$ cat config.mk
export PLATFORM = sky130hd
export DESIGN_NAME = hwxfer_unit
export DESIGN_NICKNAME = d
export VERILOG_FILES = /design/src/rtl/hwx_pkg.sv /design/src/rtl/hwx_decode.sv /design/src/rtl/hwx_addr.sv /design/src/rtl/hwx_extend.sv /design/src/rtl/hwxfer_unit.sv
export SDC_FILE = /design/constraint.sdc
export NUM_CORES = 1
export LEC_CHECK = 0
export ABC_AREA = 1
export ABC_CLOCK_PERIOD_IN_PS = 2700
export BUFFER_PORTS_ARGS = -buffer_cell sky130_fd_sc_hd__clkbuf_2
export CORE_MARGIN = 2
export CORE_UTILIZATION = 46
export DETAILED_ROUTE_END_ITERATION = 8
export HOLD_SLACK_MARGIN = 0.08
export PLACE_DENSITY = 0.75
export REMOVE_ABC_BUFFERS = 1
export SLEW_MARGIN = 10
export SYNTH_ARGS = -nofsm -noshare
export SYNTH_HDL_FRONTEND = slang
export SYNTH_SLANG_ARGS = --single-unit
$ cat constraint.sdc
create_clock -name clk -period 2.7 [get_ports clk]
set_clock_uncertainty 0.05 [all_clocks]
set_input_delay 0.27 -clock clk [delete_from_list [all_inputs] [get_ports clk]]
set_output_delay 0.27 -clock clk [all_outputs]
set_load 0.05 [all_outputs]
$ cat src/rtl/hwx_pkg.sv
// Shared widths and types for the halfword/signed transfer unit.
// Assumes a 32-bit register file and a 32-bit, four-lane memory bus.
package hwx_pkg;
    localparam int REG_W   = 32;
    localparam int OFF_W   = 8;
    localparam int NIB_W   = OFF_W / 2;
    localparam int IDX_W   = 4;
    localparam int LANES   = REG_W / 8;
    localparam int HALF_W  = REG_W / 2;

    typedef enum logic [1:0] {
        XK_NONE  = 2'b00,
        XK_UHALF = 2'b01,
        XK_SBYTE = 2'b10,
        XK_SHALF = 2'b11
    } xfer_kind_e;

    typedef struct packed {
        logic             pre;
        logic             up;
        logic             wback;
        logic             load;
        logic [IDX_W-1:0] base_idx;
        logic [IDX_W-1:0] data_idx;
        logic [OFF_W-1:0] offset;
        xfer_kind_e       kind;
        logic             illegal;
        logic             base_upd;
    } hwx_ctl_t;
endpackage

$ cat src/rtl/hwx_decode.sv
// Splits an instruction word into transfer controls.
// Assumes the caller has already chosen the immediate-offset halfword form;
// the fixed opcode bits are not checked here.
module hwx_decode
    import hwx_pkg::*;
(
    input  logic [REG_W-1:0] instr_i,
    output hwx_ctl_t         ctl_o
);
    logic ignored_unused;
    assign ignored_unused = ^{instr_i[31:25], instr_i[22], instr_i[7], instr_i[4]};

    // Field extraction and legality of the pre/post + write-back pairing.
    always_comb begin
        ctl_o          = '0;
        ctl_o.pre      = instr_i[24];
        ctl_o.up       = instr_i[23];
        ctl_o.wback    = instr_i[21];
        ctl_o.load     = instr_i[20];
        ctl_o.base_idx = instr_i[19:16];
        ctl_o.data_idx = instr_i[15:12];
        ctl_o.offset   = {instr_i[11:8], instr_i[3:0]};
        ctl_o.kind     = xfer_kind_e'(instr_i[6:5]);
        ctl_o.illegal  = (ctl_o.kind == XK_NONE) || (!ctl_o.pre && ctl_o.wback);
        ctl_o.base_upd = !ctl_o.pre || ctl_o.wback;
    end
endmodule

$ cat src/rtl/hwx_addr.sv
// Forms the modified base and the transfer address.
// Assumes an unsigned offset; arithmetic wraps at the register width.
module hwx_addr #(
    parameter int AW = 32,
    parameter int OW = 8
) (
    input  logic [AW-1:0] base_i,
    input  logic [OW-1:0] offset_i,
    input  logic          up_i,
    input  logic          pre_i,
    output logic [AW-1:0] xfer_addr_o,
    output logic [AW-1:0] new_base_o
);
    localparam int PAD_W = AW - OW;

    logic [AW-1:0] off_ext;

    // Zero-extend the offset and apply it in the selected direction.
    always_comb begin
        off_ext     = {{PAD_W{1'b0}}, offset_i};
        new_base_o  = up_i ? (base_i + off_ext) : (base_i - off_ext);
        xfer_addr_o = pre_i ? new_base_o : base_i;
    end

    // Check the modified base by inverting the operation.
    always_comb begin
        if (up_i)
            assert_wrap_up_R2: assert (new_base_o - base_i == off_ext);
        else
            assert_wrap_down_R2: assert (base_i - new_base_o == off_ext);
    end
endmodule

$ cat src/rtl/hwx_extend.sv
// Picks the loaded lane from a 32-bit read word and extends it.
// Assumes halfword lanes are chosen by address bit 1 and byte lanes by bits 1:0.
module hwx_extend
    import hwx_pkg::*;
(
    input  xfer_kind_e       kind_i,
    input  logic [1:0]       lane_i,
    input  logic [REG_W-1:0] rdata_i,
    output logic [REG_W-1:0] data_o
);
    logic [HALF_W-1:0] half_v;
    logic [7:0]        byte_v;

    // Lane selection followed by sign or zero extension.
    always_comb begin
        half_v = lane_i[1] ? rdata_i[REG_W-1:HALF_W] : rdata_i[HALF_W-1:0];
        byte_v = rdata_i[8*lane_i +: 8];
        unique case (kind_i)
            XK_SBYTE: data_o = {{(REG_W-8){byte_v[7]}}, byte_v};
            XK_SHALF: data_o = {{HALF_W{half_v[HALF_W-1]}}, half_v};
            XK_UHALF: data_o = {{HALF_W{1'b0}}, half_v};
            default:  data_o = '0;
        endcase
    end

    // Upper bits must follow the extension rule of the transfer type.
    always_comb begin
        if (kind_i == XK_SBYTE)
            assert_sbyte_fill_R7: assert (data_o[REG_W-1:8] == {(REG_W-8){data_o[7]}});
        if (kind_i == XK_UHALF)
            assert_uhalf_zero_R6: assert (data_o[REG_W-1:HALF_W] == '0);
    end
endmodule

$ cat src/rtl/hwxfer_unit.sv
// Executes one halfword / signed-byte load or store against a synchronous
// memory port and reports destination and base write-back values.
// Assumes start_i is only raised while busy_o is low and that the memory
// holds mem_rdata_i valid in the cycle mem_ack_i is high.
module hwxfer_unit
    import hwx_pkg::*;
(
    input  logic               clk,
    input  logic               rst_n,
    input  logic               start_i,
    input  logic [REG_W-1:0]   instr_i,
    input  logic [REG_W-1:0]   base_i,
    input  logic [REG_W-1:0]   src_i,
    output logic               busy_o,
    output logic               mem_req_o,
    output logic               mem_we_o,
    output logic [REG_W-1:0]   mem_addr_o,
    output logic [REG_W-1:0]   mem_wdata_o,
    output logic [LANES-1:0]   mem_be_o,
    input  logic               mem_ack_i,
    input  logic [REG_W-1:0]   mem_rdata_i,
    output logic               done_o,
    output logic               err_o,
    output logic               rd_we_o,
    output logic [IDX_W-1:0]   rd_idx_o,
    output logic [REG_W-1:0]   rd_data_o,
    output logic               wb_we_o,
    output logic [IDX_W-1:0]   wb_idx_o,
    output logic [REG_W-1:0]   wb_data_o
);
    typedef enum logic [1:0] {ST_IDLE, ST_ACCESS, ST_FINISH} st_e;

    st_e               state;
    logic [REG_W-1:0]  instr_q;
    logic [REG_W-1:0]  base_q;
    logic [HALF_W-1:0] src_q;
    logic [REG_W-1:0]  rdata_q;
    hwx_ctl_t          ctl;
    logic [REG_W-1:0]  new_base;
    logic [REG_W-1:0]  xfer_addr;
    logic [REG_W-1:0]  ext_data;

    hwx_decode u_decode (
        .instr_i (instr_q),
        .ctl_o   (ctl)
    );

    hwx_addr #(.AW(REG_W), .OW(OFF_W)) u_addr (
        .base_i      (base_q),
        .offset_i    (ctl.offset),
        .up_i        (ctl.up),
        .pre_i       (ctl.pre),
        .xfer_addr_o (xfer_addr),
        .new_base_o  (new_base)
    );

    hwx_extend u_extend (
        .kind_i  (ctl.kind),
        .lane_i  (xfer_addr[1:0]),
        .rdata_i (rdata_q),
        .data_o  (ext_data)
    );

    // Sequencer: latch the operands, wait for the acknowledge, pulse done.
    always_ff @(posedge clk) begin
        if (!rst_n) begin
            state   <= ST_IDLE;
            instr_q <= '0;
            base_q  <= '0;
            src_q   <= '0;
            rdata_q <= '0;
        end else begin
            unique case (state)
                ST_IDLE: begin
                    if (start_i) begin
                        instr_q <= instr_i;
                        base_q  <= base_i;
                        src_q   <= src_i[HALF_W-1:0];
                        state   <= ST_ACCESS;
                    end
                end
                ST_ACCESS: begin
                    if (ctl.illegal) begin
                        state <= ST_FINISH;
                    end else if (mem_ack_i) begin
                        rdata_q <= mem_rdata_i;
                        state   <= ST_FINISH;
                    end
                end
                default: state <= ST_IDLE;
            endcase
        end
    end

    // Memory request fields derived from the latched instruction.
    always_comb begin
        mem_req_o   = (state == ST_ACCESS) && !ctl.illegal;
        mem_we_o    = !ctl.load;
        mem_addr_o  = xfer_addr;
        mem_wdata_o = {src_q, src_q};
        if (ctl.load && ctl.kind == XK_SBYTE)
            mem_be_o = LANES'(1) << xfer_addr[1:0];
        else
            mem_be_o = xfer_addr[1] ? 4'b1100 : 4'b0011;
    end

    // Completion reporting, valid only during the done pulse.
    always_comb begin
        busy_o    = (state != ST_IDLE);
        done_o    = (state == ST_FINISH);
        err_o     = done_o && ctl.illegal;
        rd_we_o   = done_o && !ctl.illegal && ctl.load;
        rd_idx_o  = ctl.data_idx;
        rd_data_o = ext_data;
        wb_we_o   = done_o && !ctl.illegal && ctl.base_upd;
        wb_idx_o  = ctl.base_idx;
        wb_data_o = new_base;
    end

    assert_req_hold_R10: assert property (@(posedge clk) disable iff (!rst_n)
        (mem_req_o && !mem_ack_i) |=> (mem_req_o && $stable(mem_addr_o)));

    assert_done_pulse_R10: assert property (@(posedge clk) disable iff (!rst_n)
        done_o |=> !done_o);

    assert_err_quiet_R5: assert property (@(posedge clk) disable iff (!rst_n)
        err_o |-> (!rd_we_o && !wb_we_o && $past(!mem_req_o)));

    assert_post_wb_R4: assert property (@(posedge clk) disable iff (!rst_n)
        (done_o && !err_o && !instr_q[24]) |-> wb_we_o);

    assert_store_no_rd_R9: assert property (@(posedge clk) disable iff (!rst_n)
        (done_o && !instr_q[20]) |-> !rd_we_o);
endmodule

==> results of run 1 <==
[state kept, by name, summed over array words and instances (netlist names)]
name     flops
base_q      32
src_q       16
rdata_q     32
instr_q     22
state        2
[power groups by stage]
stage	Clock, mW	Combinational [mW]	Sequential (mW)
2_1_floorplan	0	3.19	1.95
3_3_place_gp	0	6.10	1.77
3_5_place_dp	0	6.16	1.78
4_1_cts	1.43	7.05	1.75
5_1_grt	1.49	8.42	1.79
6_report	1.46	8.11	1.78
[stage by stage]
| step | total power, mW | area (um^2) | hold WS, ns | setup TNS [ns] | setup slack [ns] |
|---|---|---|---|---|---|
| 6_report | 11.4 | 13200 | 0.0868 | -70.71 | -0.941 |
| 5_1_grt | 11.7 | 13200 | 0.101 | -78.11 | -1.10 |
| 4_1_cts | 10.2 | 12200 | 0.0810 | -55.32 | -0.746 |
| 3_5_place_dp | 7.93 | 10200 | 0.396 | -36.14 | -0.575 |
| 3_3_place_gp | 7.87 | 10200 | 0.392 | -31.14 | -0.494 |
| 2_1_floorplan | 5.14 | 6940 | 0.355 | -153.32 | -6.07 |
[cells in the final DEF (no fill, tap or decap), types with 15 or more instances in the layout]
| master | n |
|---|---|
| nor2_4 | 15 |
| a21oi_1 | 20 |
| buf_4 | 103 |
| a21oi_2 | 15 |
| and2_4 | 16 |
| clkbuf_2 | 155 |
| buf_8 | 16 |
| o21ai_0 | 96 |
| buf_6 | 29 |
| nor2_2 | 19 |
| inv_2 | 24 |
| nand3_1 | 23 |
| nand2_1 | 225 |
| nand2_2 | 81 |
| nand2_4 | 25 |
| inv_1 | 123 |
| clkbuf_16 | 29 |
| buf_12 | 66 |
| dfxtp_1 | 101 |
| nor2_1 | 211 |
| ha_4 | 24 |
[routing by layer]
metal  global-route usage (%)  share of wire (%)  vias up  wire [um]
li1                         -                  -     4444          -
met1                     38.6                 34     4673      12500
met2                     60.9                 49      868      18100
met3                     7.48                9.9      254       3670
met4                     15.5                7.3        0       2680
met5                        0                  0        -          0
[worst max-delay path, cell delays in order, from the launching register on]
cell	delay, ns
dfxtp_4	0.37
nor3_4	0.22
nand3_2	0.14
buf_4	0.16
buf_4	0.14
nand2_8	0.10
nand2_4	0.09
ha_4	0.25
nand2_1	0.09
nand2_1	0.12
a21oi_4	0.22
buf_4	0.15
nor2_1	0.05
nor2_1	0.22
nand2_2	0.12
xor2_2	0.19
nand2_1	0.09
nand2_2	0.08
buf_12	0.13
[Yosys cell counts (all sizes together) (2+ instances only)]
cell type  instances  area (um^2)
nand2            335         1290
nor2             245          942
inv              154          586
o21ai            127          647
dfxtp            104         2080
buf               54          394
a21oi             41          216
nand3             41          210
ha                33          413
clkbuf            29          109
xor2              17          164
and2              16          100
nor3              10         55.1
or2                6         37.5
nand3b             4         30.0
o31ai              3         22.5
xnor2              3         26.3
mux2i              2         20.0
o21bai             2         15.0
o32ai              2         17.5
[kinds of logic (layout without fill, tap and decap cells)]
group | Yosys count | count (layout) | share of synthesized area, %
adders and majority gates | 34 | 34 | 5.82
buffers and inverters | 237 | 569 | 14.6
DFF | 104 | 104 | 28.0
and+or+nand+nor | 658 | 658 | 35.8
AOI/OAI and AO/OA | 181 | 181 | 12.9
xor gates and xnor gates | 20 | 20 | 2.55
muxes | 2 | 2 | 0.269
[final timing paths]
check	depth (start not counted)	endpoint	slack (ns)
worst max-delay path	18	mem_addr_o[16]	-0.94
worst min-delay path	3	rdata_q[25]	0.09
worst max register to register	8	rdata_q[14]	0.41
worst min register to register	2	instr_q[14]	0.44
[area by class of cell]
type                       instances  area, um^2
inverter                         154         603
sequential                       104        2090
fill                             846        2610
timing repair buffer             399        4070
clock inverter                     7        78.8
multi-input combinational        895        5880
tap                              216         270
clock buffer                       9         225
[timing repair]
action / 4_1_cts / 5_1_grt
hold buffers: 6 / 0
resized for setup: 351 / 208
endpoints found under the hold margin: 6 / 0
pin swaps: 73 / 81
gates cloned: 1 / 0
buffers inserted: 24 / 25
endpoints found under the setup margin: 97 / 98
==> impl_metrics.py, run 1 <==
metrics = {
    "worst_setup_path": {
        "crit_type": "reg2out",
        "end_kind": "output port",
        "startpoint_type": "register",
        "crit_arrival_ns": 3.32,
        "crit_fanout": 4,
        "r2r-start": "instr_q[5]",
        "cp-startpoint": "instr_q[1]",
        "cp_data_required_time_ns": 2.38,
    },
    "floorplanning": {
        "die_x_um": 131,
        "start_util_pct": 47.0,
        "fp.dieH_um": 131,
        "die_area_mm2": 0.0172,
        "core_mm2": 0.0158,
        "rows": 46,
        "ios": 279,
    },
    "timing": {
        "post-route-period-util_pct": 135,
        "rsz0062_at_grt": "yes",
        "max_freq_ghz": 0.275,
        "slew_headroom_pct": 48.1,
        "worst_slew_pin_slew_ns": 0.775,
        "postLayoutSetupSlackWorst_ns": -0.941,
        "slew_viol_final": 0,
        "final-setup-viol-count": 95,
        "hold_violations": 0,
        "fin_crit_ns": 3.64,
    },
    "route": {
        "via_per_inst": 5.74,
        "wl_um": 36900,
        "ant_nets": 0,
        "drc_errors": 0,
        "drtIter0Drc": 1102,
        "wire_per_inst_um": 20.7,
        "drt_pass1_iterations": 9,
        "vias": 10239,
    },
    "cts": {
        "clkTransAtPathRegs_ns": 0.08,
        "htreeDepth": 3,
        "cts-root-buf": "clkbuf_16",
        "cts_tree": "built",
        "cts_made_buffers": 9,
        "worstSkewPairLatency_ns": 0.37,
        "clockBufferDepth": 2,
        "clock-sinks": 104,
    },
    "yosys": {
        "seq_area_frac_synth_pct": 28.0,
        "syn_area_per_cell_um2": 6.02,
        "synth_cells": 1236,
        "yosys_warnings": 0,
        "netlist_area_mm2": 0.00744,
        "ys_async_sr_fraction_pct": 0,
        "yosys.cell_types.count": 45,
        "synth-edff-count": 0,
        "synth_flop_cell": "dfxtp_1",
        "synth_seq_cells": 104,
    },
    "finish": {
        "final_cells": 1784,
        "num-nets-final": 1729,
        "antenna_cells": 0,
        "final_util_pct": 83.5,
        "syn2layout_area_growth_pct": 77.5,
        "drive_gt1_share_pct": 46.2,
    },
    "placed_design": {
        "port_buffers": 252,
        "dp_cells": 1727,
        "dp_hpwl_um": 18700,
        "routabilityCongestion": 0.961,
    },
    "flow_run": {
        "cap_viol_max_count": 0,
    },
    "power_and_ir_drop": {
        "pwr-share-comb_pct": 71.4,
        "clock_power_share_pct": 12.9,
        "swShare_pct": 48.4,
        "internal_power_mw": 5.86,
        "ir_drop_v": 0.000609,
        "pwr-share-seq_pct": 15.7,
        "p_switching_mw": 5.49,
        "power_density_mw_per_mm2": 859,
        "leakagePower_nw": 6.53,
    },
    "status": {
        "violations": "negative setup slack",
        "outcome": "finished with violations",
    },
    "hold_path": {
        "hold_class": "in2reg",
        "hold_start": "mem_rdata_i[25]",
    },
    "global_route": {
        "grt_overflow": 0,
        "grt_pass1_vias": 9304,
        "antenna_found_initial": 0,
        "grt_first_pass_wirelength_um": 47500,
        "track_usage_pct": 34.0,
        "grt_max_degree": 73,
    },
}
No activity file was read; power rests on OpenSTA's default activity.
==> run 2: changes to the inputs <==
SKIP_CTS_REPAIR_TIMING = 1   (was unset)
==> impl_metrics.py, run 2 (synthesis results as in run 1) <==
metrics = {
    "worst_setup_path": {
        "cpPeakStageDelay_ns": 0.37,
        "crit_fanout": 5,
        "crit_top_cell": "nand2_2",
        "r2r-start": "instr_q[5]",
        "regToRegSetupSlack_ns": 0.62,
        "crit_arrival_ns": 3.20,
        "startpoint_type": "register",
        "cp-startpoint": "instr_q[2]",
        "end_kind": "output port",
        "crit_type": "reg2out",
        "reg2reg_depth": 8,
        "crit_path_top_delay_cell": "dfxtp_4",
        "cp_data_required_time_ns": 2.38,
        "cp_cell_sequence": "nor3_4 -> nand3_2 -> nor3_2 -> ha_2 -> nand2_2 -> o21ai_4 -> ha_4 -> nand2_8 -> nor2_4 -> nand3_1 -> nand3_2 -> buf_6 -> nand2_2 -> nand3b_1 -> nand3_1 -> nand2_2 -> buf_12",
        "r2r-end": "rdata_q[17]",
        "endpoint": "mem_addr_o[19]",
    },
    "hold_path": {
        "holdPathStages": 3,
        "hold_class": "in2reg",
    },
    "finish": {
        "final_util_pct": 81.0,
        "final_common_cell": "nor2_1",
        "syn2layout_area_growth_pct": 72.2,
        "reg_top3": "base_q (32), rdata_q (32), instr_q (22)",
        "mostFrequentLayoutCells": "nor2_1, nand2_1, clkbuf_2",
        "drive_gt1_share_pct": 48.2,
        "fin_area_mm2": 0.0128,
        "final_cells": 1770,
        "num-nets-final": 1714,
    },
    "timing": {
        "final-setup-viol-count": 96,
        "hold_violations": 0,
        "rsz0062_at_grt": "yes",
        "fin_crit_ns": 3.52,
        "post-route-period-util_pct": 130,
        "slew_headroom_pct": 50.8,
        "max_freq_ghz": 0.284,
        "slew_viol_final": 0,
        "setup_tns_ns": -62.65,
        "postLayoutSetupSlackWorst_ns": -0.823,
        "worst_slew_pin_slew_ns": 0.735,
        "whs_ns": 0.0821,
    },
    "placed_design": {
        "placed_area_mm2": 0.0102,
        "routabilityCongestion": 0.961,
        "dp_hpwl_um": 18700,
        "dp_cells": 1727,
        "port_buffers": 252,
    },
    "power_and_ir_drop": {
        "internal_power_mw": 5.73,
        "clock_power_share_pct": 13.0,
        "pwr-share-comb_pct": 71.0,
        "power_density_mw_per_mm2": 867,
        "p_switching_mw": 5.38,
        "swShare_pct": 48.4,
        "pwr-share-seq_pct": 16.0,
        "leakagePower_nw": 6.37,
        "ir_drop_v": 0.000591,
    },
    "global_route": {
        "busiest_layer": "met2",
        "use_met1_pct": 34.5,
        "track_usage_pct": 27.3,
        "use_met2_pct": 45.8,
        "grt_overflow": 0,
        "grt_max_degree": 73,
        "grt_pass1_vias": 8053,
        "antenna_found_initial": 1,
        "grt_first_pass_wirelength_um": 38800,
        "use_met3_pct": 5.29,
    },
    "floorplanning": {
        "fp.dieH_um": 131,
        "core_mm2": 0.0158,
        "ios": 279,
        "die_x_um": 131,
        "rows": 46,
        "die_area_mm2": 0.0172,
        "start_util_pct": 47.0,
    },
    "status": {
        "outcome": "finished with violations",
        "violations": "negative setup slack",
    },
    "cts": {
        "cts_tree": "built",
        "worstSkewPairLatency_ns": 0.37,
        "clock-sinks": 104,
        "htreeDepth": 3,
        "clockBufferDepth": 2,
        "cts_made_buffers": 9,
        "clkTransAtPathRegs_ns": 0.08,
        "cts-root-buf": "clkbuf_16",
    },
    "route": {
        "via_per_inst": 5.50,
        "vias": 9731,
        "drc_errors": 0,
        "wl_um": 32600,
        "drtIter0Drc": 731,
        "ant_nets": 0,
        "wire_per_inst_um": 18.4,
        "drt_pass1_iterations": 5,
    },
    "flow_run": {
        "cap_viol_max_count": 0,
    },
}
-- run 2: worst min-delay path by stage --
stage                               start          end
after global placement        rdata_q[21]  rdata_q[21]
after CTS                 mem_rdata_i[13]  rdata_q[13]
after floorplan            mem_rdata_i[0]   rdata_q[0]
final                      mem_rdata_i[5]   rdata_q[5]
after detailed placement      rdata_q[17]  rdata_q[17]
after global routing      mem_rdata_i[13]  rdata_q[13]
-- run 2: power by group through the flow --
stage	logic (mW)	clock network (mW)	registers, mW
3_3_place_gp	6.10	0	1.77
5_1_grt	8.21	1.50	1.78
2_1_floorplan	3.19	0	1.95
3_5_place_dp	6.16	0	1.78
6_report	7.89	1.45	1.77
4_1_cts	6.18	1.43	1.74
-- run 2: final cells by class --
| type | count | area (um^2) |
|---|---|---|
| diodes | 1 | 2.50 |
| clock buffers | 9 | 225 |
| clock inverters | 7 | 78.8 |
| fillers | 906 | 3010 |
| inverters | 154 | 593 |
| multi-input cells | 895 | 5830 |
| flip-flops and latches | 104 | 2090 |
| well taps | 216 | 270 |
| repair buffers | 384 | 3720 |
-- run 2: routing by layer --
layer  vias to the layer above  part of all wire (%)  wire length (um)
met2                       610                    49             16000
met1                      4521                    37             11900
met3                       178                   8.5              2770
met4                         0                   5.9              1910
met5                         -                     0                 0
li1                       4422                     -                 -
-- run 2: worst max-delay path, delay by kind of cell, from the launching register on --
kind,cells,cell delay [ns]
compound gates,1,0.07
fa+ha+maj,2,0.66
buf+inv,2,0.26
flops,1,0.37
simple gates,12,1.43
-- run 2: through the flow --
| stage | worst slack, ns | power (mW) |
|---|---|---|
| after floorplan | -6.07 | 5.14 |
| after global placement | -0.494 | 7.87 |
| after detailed placement | -0.575 | 7.93 |
| after CTS | -0.979 | 9.35 |
| after global routing | -0.949 | 11.5 |
| final | -0.823 | 11.1 |
==> run 3: changes to the inputs <==
PLACE_DENSITY = 0.87   (was 0.75)
==> impl_metrics.py, run 3 (synthesis results as in run 1) <==
metrics = {
    "status": {
        "outcome": "finished with violations",
        "violations": "design-rule violations, negative setup slack",
    },
    "finish": {
        "fillers": 854,
        "mostFrequentLayoutCells": "nor2_1, nand2_1, clkbuf_2",
        "syn2layout_area_growth_pct": 69.2,
        "antenna_cells": 0,
        "final_common_cell": "nor2_1",
        "final_cells": 1760,
        "drive_gt1_share_pct": 46.1,
        "num-nets-final": 1705,
        "fin_area_mm2": 0.0126,
        "reg_top3": "base_q (32), rdata_q (32), instr_q (22)",
    },
    "timing": {
        "hold_violations": 0,
        "whs_ns": 0.0682,
        "final-setup-viol-count": 98,
        "slew_viol_final": 0,
        "worst_slew_pin_slew_ns": 0.771,
        "postLayoutSetupSlackWorst_ns": -1.15,
        "rsz0062_at_grt": "yes",
        "slew_headroom_pct": 48.4,
        "max_freq_ghz": 0.260,
        "post-route-period-util_pct": 142,
        "fin_crit_ns": 3.85,
    },
    "worst_setup_path": {
        "cp_data_required_time_ns": 2.38,
        "crit_fanout": 4,
        "end_kind": "output port",
        "startpoint_type": "register",
        "crit_type": "reg2out",
        "crit_arrival_ns": 3.53,
    },
    "route": {
        "wire_per_inst_um": 20.4,
        "vias": 10206,
        "drc_errors": 4,
        "via_per_inst": 5.80,
        "wl_um": 36000,
        "drt_pass1_iterations": 9,
        "drtIter0Drc": 1384,
        "ant_nets": 0,
    },
    "floorplanning": {
        "start_util_pct": 47.0,
        "rows": 46,
        "core_mm2": 0.0158,
        "fp.dieH_um": 131,
        "ios": 279,
        "die_area_mm2": 0.0172,
        "die_x_um": 131,
    },
    "global_route": {
        "grt_overflow": 0,
        "grt_pass1_vias": 8316,
        "track_usage_pct": 28.4,
        "grt_max_degree": 69,
        "antenna_found_initial": 0,
        "grt_first_pass_wirelength_um": 40600,
    },
    "cts": {
        "clock-sinks": 104,
        "cts_tree": "built",
        "worstSkewPairLatency_ns": 0.38,
        "clkTransAtPathRegs_ns": 0.09,
        "clockBufferDepth": 2,
        "htreeDepth": 3,
        "cts-root-buf": "clkbuf_16",
        "cts_made_buffers": 9,
    },
    "power_and_ir_drop": {
        "leakagePower_nw": 6.29,
        "ir_drop_v": 0.000684,
        "power_density_mw_per_mm2": 893,
        "power_mw": 11.3,
    },
    "placed_design": {
        "placed_area_mm2": 0.0102,
        "routabilityCongestion": 0.995,
        "dpl_worst_slack_ns": -0.553,
        "dp_cells": 1722,
        "port_buffers": 252,
        "dp_hpwl_um": 19300,
    },
    "hold_path": {
        "hold_class": "in2reg",
    },
    "flow_run": {
        "cap_viol_max_count": 0,
    },
}
run 3: cell types whose count changed in the layout (fill, tap and decap cells not counted), moves of 6 or more:
cell / previous run / this run
ha_1: 6 / 14
nand3_1: 10 / 20
buf_6: 35 / 24
o21ai_4: 9 / 3
nand3_2: 28 / 18
ha_4: 22 / 16
nor2_2: 24 / 18
run 3: stage by stage:
step,setup TNS (ns),util [%]
floorplan,-153.32,-
global placement,-24.64,64.8
detailed placement,-34.64,64.8
CTS,-76.21,66.9
global route,-81.33,79.6
finish,-74.07,79.6
run 3: metal layers:
metal / global-route usage [%] / wire, um
met1: 34.7 / 11900
met2: 50.4 / 17100
met3: 4.82 / 4130
met4: 10.1 / 2800
met5: 0 / 0
run 3: area by class of cell:
class	instances	area (um^2)	area share (%)
tap	216	270	2.15
sequential	104	2090	16.6
inverter	154	598	4.75
clock inverter	7	109	0.864
clock buffer	9	225	1.79
timing repair buffer	375	3640	28.9
multi-input combinational	895	5660	44.9
run 3: worst paths after layout:
check,start,end,slack [ns],depth (start not counted)
max,instr_q[3],mem_addr_o[29],-1.15,18
min,mem_rdata_i[1],rdata_q[1],0.07,3
max reg2reg,instr_q[5],rdata_q[21],0.81,8
min reg2reg,rdata_q[17],rdata_q[17],0.43,2
run 3: where the power goes:
part / internal (mW) / switching, mW / leakage, nW / total [mW]
Combinational: 3.24 / 4.69 / 5.27 / 7.93
Clock: 0.837 / 0.703 / 0.164 / 1.54
Sequential: 1.65 / 0.131 / 0.858 / 1.78
run 3: worst max-delay path, cell delays in order (launching register included):
cell and delay, ns:
dfxtp_1 0.40, inv_1 0.11, nand3_2 0.12, nor3_2 0.05
ha_1 0.17, nor2_1 0.38, ha_1 0.46, nand2_2 0.21
inv_1 0.07, nand2_1 0.07, nand2_1 0.07, nand2_1 0.08
nand2_1 0.10, a21oi_2 0.31, nand2_1 0.14, nand2_2 0.10
nand3_1 0.08, nand2_2 0.10, buf_12 0.14
